### src/rtl/pwm_steer_pkg.sv
`timescale 1ns/1ps
package pwm_steer_pkg;
  typedef enum logic [1:0] {
    CFG_SINGLE = 2'b00,
    CFG_FWD    = 2'b01,
    CFG_HALF   = 2'b10,
    CFG_REV    = 2'b11
  } steer_cfg_e;

  localparam int unsigned NPINS = 4;
  localparam int unsigned PIN_A = 0;
  localparam int unsigned PIN_B = 1;
  localparam int unsigned PIN_C = 2;
  localparam int unsigned PIN_D = 3;
endpackage

### src/rtl/pwm_timebase.sv
`timescale 1ns/1ps
module pwm_timebase #(
  parameter int unsigned HI_W = 8,
  parameter int unsigned LO_W = 2,
  localparam int unsigned CW = HI_W + LO_W
) (
  input  logic            clk_i,
  input  logic            rst_ni,
  input  logic            en_i,
  input  logic [HI_W-1:0] period_i,
  input  logic [CW-1:0]   duty_i,
  output logic            raw_o
);
  logic [CW-1:0] cnt_q, duty_q, top_q;
  logic          wrap;

  assign wrap = (cnt_q == top_q);

  // duty/period shadowed at wrap so mid-period writes cannot glitch
  always_ff @(posedge clk_i or negedge rst_ni) begin
    if (!rst_ni) begin
      cnt_q  <= '0;
      duty_q <= '0;
      top_q  <= '0;
    end else if (!en_i || wrap) begin
      cnt_q  <= '0;
      duty_q <= duty_i;
      top_q  <= {period_i, {LO_W{1'b1}}};
    end else begin
      cnt_q  <= cnt_q + 1'b1;
    end
  end

  assign raw_o = en_i && (cnt_q < duty_q);
endmodule

### src/rtl/pwm_router.sv
`timescale 1ns/1ps
module pwm_router
  import pwm_steer_pkg::*;
(
  input  logic             en_i,
  input  logic [1:0]       cfg_i,
  input  logic             raw_i,
  output logic [NPINS-1:0] lvl_o,
  output logic [NPINS-1:0] drv_o
);
  always_comb begin
    lvl_o = '0;
    drv_o = '0;
    if (en_i) begin
      unique case (steer_cfg_e'(cfg_i))
        CFG_SINGLE: begin
          lvl_o[PIN_A] = raw_i;
          drv_o        = 4'b0001;
        end
        CFG_HALF: begin
          lvl_o[PIN_A] = raw_i;
          lvl_o[PIN_B] = ~raw_i;
          drv_o        = 4'b0011;
        end
        CFG_FWD: begin
          lvl_o[PIN_A] = 1'b1;
          lvl_o[PIN_D] = raw_i;
          drv_o        = 4'b1111;
        end
        CFG_REV: begin
          lvl_o[PIN_C] = 1'b1;
          lvl_o[PIN_B] = raw_i;
          drv_o        = 4'b1111;
        end
        default: ;
      endcase
    end
  end
endmodule

### src/rtl/pwm_deadband.sv
`timescale 1ns/1ps
module pwm_deadband #(
  parameter int unsigned DB_W = 6
) (
  input  logic            clk_i,
  input  logic            rst_ni,
  input  logic            in_i,
  input  logic [DB_W-1:0] dly_i,
  output logic            out_o
);
  logic [DB_W-1:0] cnt_q;
  logic            out_q;

  // rise is held off until input has been high dly_i clocks; fall passes at once
  always_ff @(posedge clk_i or negedge rst_ni) begin
    if (!rst_ni) begin
      cnt_q <= '0;
      out_q <= 1'b0;
    end else if (!in_i) begin
      cnt_q <= '0;
      out_q <= 1'b0;
    end else if (cnt_q >= dly_i) begin
      out_q <= 1'b1;
    end else begin
      cnt_q <= cnt_q + 1'b1;
      out_q <= 1'b0;
    end
  end

  assign out_o = out_q;
endmodule

### src/rtl/pwm_steer.sv
`timescale 1ns/1ps
module pwm_steer
  import pwm_steer_pkg::*;
#(
  parameter int unsigned HI_W = 8,
  parameter int unsigned LO_W = 2,
  parameter int unsigned DB_W = 6
) (
  input  logic            clk_i,
  input  logic            rst_ni,
  input  logic            en_i,
  input  logic [HI_W-1:0] period_i,
  input  logic [HI_W-1:0] duty_hi_i,
  input  logic [LO_W-1:0] duty_lo_i,
  input  logic [1:0]      cfg_i,
  input  logic [1:0]      pol_i,
  input  logic [DB_W-1:0] db_i,
  output logic [3:0]      pin_o,
  output logic [3:0]      drv_o
);
  localparam int unsigned CW = HI_W + LO_W;

  logic             raw;
  logic [NPINS-1:0] lvl_c, drv_c, lvl_q;
  logic [NPINS-1:0] drv_q, inv_q;

  pwm_timebase #(.HI_W(HI_W), .LO_W(LO_W)) u_tb (
    .clk_i    (clk_i),
    .rst_ni   (rst_ni),
    .en_i     (en_i),
    .period_i (period_i),
    .duty_i   ({duty_hi_i, duty_lo_i}),
    .raw_o    (raw)
  );

  pwm_router u_rt (
    .en_i  (en_i),
    .cfg_i (cfg_i),
    .raw_i (raw),
    .lvl_o (lvl_c),
    .drv_o (drv_c)
  );

  // every pin passes one dead-band flop; only A/B in half-bridge get a nonzero delay
  for (genvar k = 0; k < NPINS; k++) begin : g_ch
    logic [DB_W-1:0] dly;
    assign dly = (steer_cfg_e'(cfg_i) == CFG_HALF && k < 2) ? db_i : '0;
    pwm_deadband #(.DB_W(DB_W)) u_db (
      .clk_i  (clk_i),
      .rst_ni (rst_ni),
      .in_i   (lvl_c[k]),
      .dly_i  (dly),
      .out_o  (lvl_q[k])
    );
  end

  always_ff @(posedge clk_i or negedge rst_ni) begin
    if (!rst_ni) begin
      drv_q <= '0;
      inv_q <= '0;
    end else begin
      drv_q <= drv_c;
      inv_q <= {pol_i[0], pol_i[1], pol_i[0], pol_i[1]};
    end
  end

  // polarity after steering; released pins read 0
  assign pin_o = drv_q & (lvl_q ^ inv_q);
  assign drv_o = drv_q;
endmodule


### config.mk
export PLATFORM = sky130hd
export DESIGN_NAME = pwm_steer
export DESIGN_NICKNAME = d
export VERILOG_FILES = /design/src/rtl/pwm_steer_pkg.sv /design/src/rtl/pwm_timebase.sv /design/src/rtl/pwm_router.sv /design/src/rtl/pwm_deadband.sv /design/src/rtl/pwm_steer.sv
export SDC_FILE = /design/constraint.sdc
export NUM_CORES = 1
export LEC_CHECK = 0
export BUFFER_PORTS_ARGS = -buffer_cell sky130_fd_sc_hd__buf_2
export CORE_MARGIN = 10
export CORE_UTILIZATION = 40
export DETAILED_ROUTE_END_ITERATION = 10
export PLACE_DENSITY = 0.62
export SKIP_CTS_REPAIR_TIMING = 1
export SLEW_MARGIN = 10
export SYNTH_ARGS = -nofsm -noshare
export SYNTH_HDL_FRONTEND = slang
export SYNTH_HIERARCHICAL = 1
export SYNTH_SLANG_ARGS = --single-unit
### constraint.sdc
create_clock -name clk_i -period 2.6 [get_ports clk_i]
set_input_delay 0.39 -clock clk_i [delete_from_list [all_inputs] [get_ports clk_i]]
set_output_delay 0.39 -clock clk_i [all_outputs]
set_load 0.02 [all_outputs]
Word-level counts from Yosys, hierarchy flattened
Index checks and enable logic that the tools add are counted.
Word-level totals
  register bits: 66
  latch bits: 0
  RAM bits: 0
  ROM bits: 0
  input bits: 31
  output and inout port bits: 8
  word-level logic and storage cells: 65
  memories kept: 0
Operators by class
  add/sub/neg operators: 5
  $mul: 0
  divide/modulo/power cells: 0
  order comparisons: 5
  equality and inequality tests: 8
  shift-type cells: 0
  muxes and demuxes: 25
  bitwise gates (word level): 3
  reductions and logical operators: 6
Operators with widths (number)
  2-to-1 mux 6 bit: 9
  adder 6 x 1 -> 6 bit, second input constant: 4
  greater-or-equal comparator 6 x 1 -> 1 bit, second input constant: 2
  greater-or-equal comparator 6 bit: 2
  one-hot mux 4 bit (3 select lines): 1
  adder 10 x 1 -> 10 bit, second input constant: 1
  == test 10 bit: 1
  less-than comparator 10 bit: 1
  2-to-1 mux 1 bit: 10
  2-to-1 mux 10 bit: 1
  2-to-1 mux 4 bit: 2
  != test 2 bit, second input constant: 4
  AND 4 bit: 1
  == test 2 bit, second input constant: 2
  one-hot mux 1 bit (2 select lines): 2
  OR reduction 2 bit: 2
  bitwise XOR 4 bit: 1
  == test 2 x 1 -> 1 bit, second input constant: 1
  logical NOT 2 bit: 1
  logical AND 1 bit: 1
  logical NOT 1 bit: 1
  logical OR 1 bit: 1
  inverter 1 bit: 1

Longest topological paths before layout
  depth in word-level cells: 6
  mapped depth: 10
  mapped depth without buffers: 10

By module
The synthesis kept the hierarchy.
By module, submodules not included
  pwm_deadband: times used 4, cells an instance 51, area each 486.7 um2
  pwm_timebase: times used 1, cells an instance 126, area each 1491.4 um2
  pwm_steer: times used 1, cells an instance 22, area each 260.2 um2
  pwm_router: times used 1, cells an instance 10, area each 76.3 um2

Least setup slack after synthesis
No wires, ideal clock.
  path kind: input to register
  from: input port cfg_i[1]
  to: register g_ch[0].u_db.cnt_q[4]
  setup time: 0.078 ns
  data arrival time: 2.003 ns
  required time: 2.522 ns
  setup slack: 0.520 ns
  stages: 10
  buffers on the path: 1
  path through: nor2b_2 > and2_1 > inv_1 > ha_1 > a21o_1 > nand3_1 > o211ai_2 > buf_2 > or3_1 > a21boi_1
Between the ends
  elaborated cells on any way between the ends: 10
RTL lines
  from (decl): line pwm_steer.sv:15  | input logic [1:0] cfg_i,
  == test 2 bit: line pwm_steer.sv:47  | assign dly = (steer_cfg_e'(cfg_i) == CFG_HALF && k < 2) ? db_i : '0;
  2-to-1 mux 6 bit: line pwm_steer.sv:47
  named net g_ch[0].dly[3]: line pwm_steer.sv:46  | logic [DB_W-1:0] dly;
  greater-or-equal comparator 6 bit: line pwm_deadband.sv:22  | end else if (cnt_q >= dly_i) begin
  != test 2 bit (no source line)
  to (signal assigned): line pwm_deadband.sv:25  | cnt_q <= cnt_q + 1'b1;
  to (decl): line pwm_deadband.sv:11  | logic [DB_W-1:0] cnt_q;
The timed path passes the listed nets, and every way through them passes these cells.
A chain may end at the register's enable or synchronous reset.

Final worst setup path
  from: register u_tb.cnt_q[3]
  to: register g_ch[1].u_db.cnt_q[1]
Between the ends
  cells in the longest elaborated chain, start to end: 6
  elaborated cells on any way between the ends: 7
Ends and longest elaborated chain
  from (decl): line pwm_timebase.sv:14  | logic [CW-1:0] cnt_q, duty_q, top_q;
  from (signal assigned): line pwm_timebase.sv:30  | cnt_q <= cnt_q + 1'b1;
  less-than comparator 10 bit *: line pwm_timebase.sv:34  | assign raw_o = en_i && (cnt_q < duty_q);
  logical AND 1 bit *: line pwm_timebase.sv:34
  named net raw: line pwm_steer.sv:23  | logic raw;
  inverter 1 bit: line pwm_router.sv:22  | lvl_o[PIN_B] = ~raw_i;
  one-hot mux 1 bit (2 select lines) *: line pwm_router.sv:15  | unique case (steer_cfg_e'(cfg_i))
  2-to-1 mux 4 bit *: line pwm_router.sv:14  | if (en_i) begin
  named net lvl_c[1]: line pwm_steer.sv:24  | logic [NPINS-1:0] lvl_c, drv_c, lvl_q;
  != test 2 bit (no source line) or 2-to-1 mux 6 bit (tied branches)
  to (signal assigned): line pwm_deadband.sv:25
  to (decl): line pwm_deadband.sv:11
Mark *: on every way through the listed nets, which the timed path passes. The rest lies on a longest branch.

==> metrics.csv <==
metric;value;unit
vias in the first global route;2722;
Synth Area in Simple Gates;16.61;%
Post-Syn Instances;362;
initial antenna violation count;0;
RSZ-0062 raised after global routing;false;
Synth Area in XOR/XNOR;5.800;%
drt drc;0;
synth-to-layout area growth;14.75;%
IO Count;39;
PnR worst setup slack;272.4;ps
Synth cell types;41;
VDD IR-drop max;0.0002442;V
Initial DRC Count;92;
GRT Resource Usage Total;11.51;%
Max H-tree Level;3;
Fin Clk Skew;11.29;ps
synthesized area;0.003775;mm^2
global-route wire length before repair;12490;um
Layout Cells excl Fill;534;
crit path to;g_ch[1].u_db/cnt_q[1];
dpl ws;31.97;ps
CTS Buf Count;9;
hpwl dp;5681;um
WS Path Type;reg -> reg;
crit path max fanout;8;
clock root cell;clkbuf_8;
Routed WL;7292;um
RR Startpoint;u_tb/cnt_q[3];
Ys Warns;6;
worst min path class;in -> async;
max cap viols;0;
largest net degree at the start of global routing;23;
routability cong.;0.7663;
Fin. Hold Viols;10;
Max Slew Vio Count;0;
die footprint;0.01372;mm^2
crit end category;flop;
Avg WL per Cell;13.66;um
hold slack;-6.281;ps
Initial Util;41.05;%
Synth Area in Compound Gates;11.87;%
status;finished, violations left;
Design Area, Final;0.004332;mm^2
FFs w/ async S/R, synth;100.0;%
R2R Path End;g_ch[1].u_db/cnt_q[1];
Net count, final;487;
main combinational cell family by area after synthesis;simple AND/OR/NAND/NOR gates;
clk buf depth;2;
Adder-Cell Fraction of Synth Area;12.60;%
Antenna Cells;0;
Syn Area/Cell;10.43;um^2
total grt overflow;0;
critical path startpoint category;flop;
mux contribution to synthesized area;5.370;%
EDFF count, synth;0;
CTS tree;done;
standby leakage power;0.002029;uW
crit path from;u_tb/cnt_q[3];
std cell rows;35;
Final ANT Viol Nets;0;
placed inst area;0.004125;mm^2
IO buf count;38;
CTS clk-pin slew, worst paths;80;ps
pwr dens;509.3;mW/mm^2
vias post-DR;2628;
total negative setup slack;0;ps
crit share post-route;89.52;%
failing checks;negative hold slack;
WP data required;2860;ps
TritonCTS Sinks;63;
minimum clock period;2328;ps
dpl cells;518;
register area share after synthesis;41.76;%
first-pass detailed-route iteration total;5;
endpoints failing setup;0;
CP arrival;2590;ps
Die Y;117.1;um
Synth Register Bits;63;
R2R Setup Slk;270;ps
DR vias/cell;4.921;
worst-skew pair later-pin latency;340;ps
share of cells above drive strength 1;23.64;%
Die X;117.1;um
FMAX;429.6;MHz
FF-to-FF path depth;8;
top_reg_cell synth;dfrtp_1;
Core Box Area;0.009196;mm^2
## worst min-delay path by stage
stage / slack [ps] / startpoint / endpoint
after global placement: 360 / rst_ni / u_tb/top_q[4]
final: -6 / rst_ni / u_tb/top_q[5]
after detailed placement: 370 / rst_ni / u_tb/cnt_q[0]
after CTS: -20 / rst_ni / u_tb/cnt_q[0]
after global routing: 0.09 / rst_ni / u_tb/top_q[5]
after floorplan: 90 / rst_ni / drv_o[0]
## critical path, stage by stage (launching register included)
cell and delay [ps]:
dfrtp_1 440, ha_1 330, a2111oi_0 320, o21ai_0 160, a21oi_1 300, xnor2_1 150
and3_1 300, nand2_1 80, o21ai_0 150
## metrics by stage
stage	power, uW	utilization [%]	hold WS [ps]
2_1_floorplan	1250	-	94.41
3_3_place_gp	1340	44.86	363.5
3_5_place_dp	1348	44.86	368.5
4_1_cts	2238	47.10	-16.42
5_1_grt	2329	47.10	0.09365
6_report	2206	47.10	-6.281
## cells by family (layout without fill, tap and decap cells)
| logic type | count (synthesis) | in the layout |
|---|---|---|
| and+or+nand+nor | 105 | 105 |
| adders and majority gates | 38 | 38 |
| xor gates and xnor gates | 25 | 25 |
| muxes | 18 | 18 |
| other | 1 | 12 |
| AOI/OAI and AO/OA | 63 | 63 |
| buffers and inverters | 49 | 99 |
| DFF | 63 | 63 |
## routing by layer
layer  wire (um)  share of wire [%]  global-route usage, %
met2        3462                 47                  18.89
met1        3520                 48                  14.29
met5           0                  0                      0
met3         235                3.2                  2.446
met4          74                1.0                  4.942
## cell usage after synthesis (all sizes together) (4+ instances only)
cell,count,area share (%)
buf,10,2.0
and2,19,3.3
mux2,18,5.4
and3,6,1.0
ha,38,13
nand2b,5,1.6
or3,12,2.0
or4,4,0.80
inv,39,3.9
o211ai,5,1.5
xnor2,14,3.2
dfrtp,63,42
nor2,10,0.99
nand4,9,1.5
a21oi,11,1.9
nand3,22,2.9
o31ai,4,0.80
a21o,5,0.99
a21boi,16,3.2
o21ai,18,2.4
xor2,11,2.6
nand2,12,1.2
## area by class of cell
| type | count | area, um^2 |
|---|---|---|
| clock buffer | 10 | 137.6 |
| clock inverter | 6 | 68.82 |
| fill | 897 | 4865 |
| inverter | 39 | 146.4 |
| multi-input combinational | 261 | 2028 |
| sequential | 63 | 1577 |
| tap | 111 | 138.9 |
| timing repair buffer | 44 | 235.2 |
## where the power goes
| group | leakage, uW | internal, uW | switching (uW) |
|---|---|---|---|
| clock network | 0.0000912 | 472 | 410 |
| logic | 0.00112 | 127 | 141 |
| registers | 0.000817 | 1020 | 33.8 |
## placed cells by master, fill, tap and decap left out, types with 6 or more instances in the layout
| cell | netlist | routed |
|---|---|---|
| inv_1 | 39 | 39 |
| nor2_1 | 10 | 10 |
| and2_1 | 14 | 14 |
| xor2_1 | 11 | 11 |
| xnor2_1 | 14 | 14 |
| buf_2 | 4 | 38 |
| mux2_2 | 18 | 18 |
| clkbuf_8 | 0 | 10 |
| or3_1 | 12 | 12 |
| ha_1 | 38 | 38 |
| nand4_1 | 9 | 9 |
| buf_4 | 3 | 6 |
| nand2_1 | 12 | 12 |
| conb_1 | 1 | 12 |
| dfrtp_1 | 63 | 63 |
| a21oi_1 | 7 | 7 |
| a21boi_1 | 12 | 12 |
| o21ai_0 | 18 | 18 |
| nand3_1 | 22 | 22 |
## registers in the layout, indices dropped and copies added, names as in the netlist
| signal | count |
|---|---|
| u_tb/cnt_q | 10 |
| u_tb/duty_q | 10 |
| u_tb/top_q | 9 |
| g_ch.u_db/out_o | 4 |
| inv_q | 2 |
| g_ch.u_db/cnt_q | 24 |
| drv_o | 4 |
Note: power is estimated with default switching activity, not from simulation.
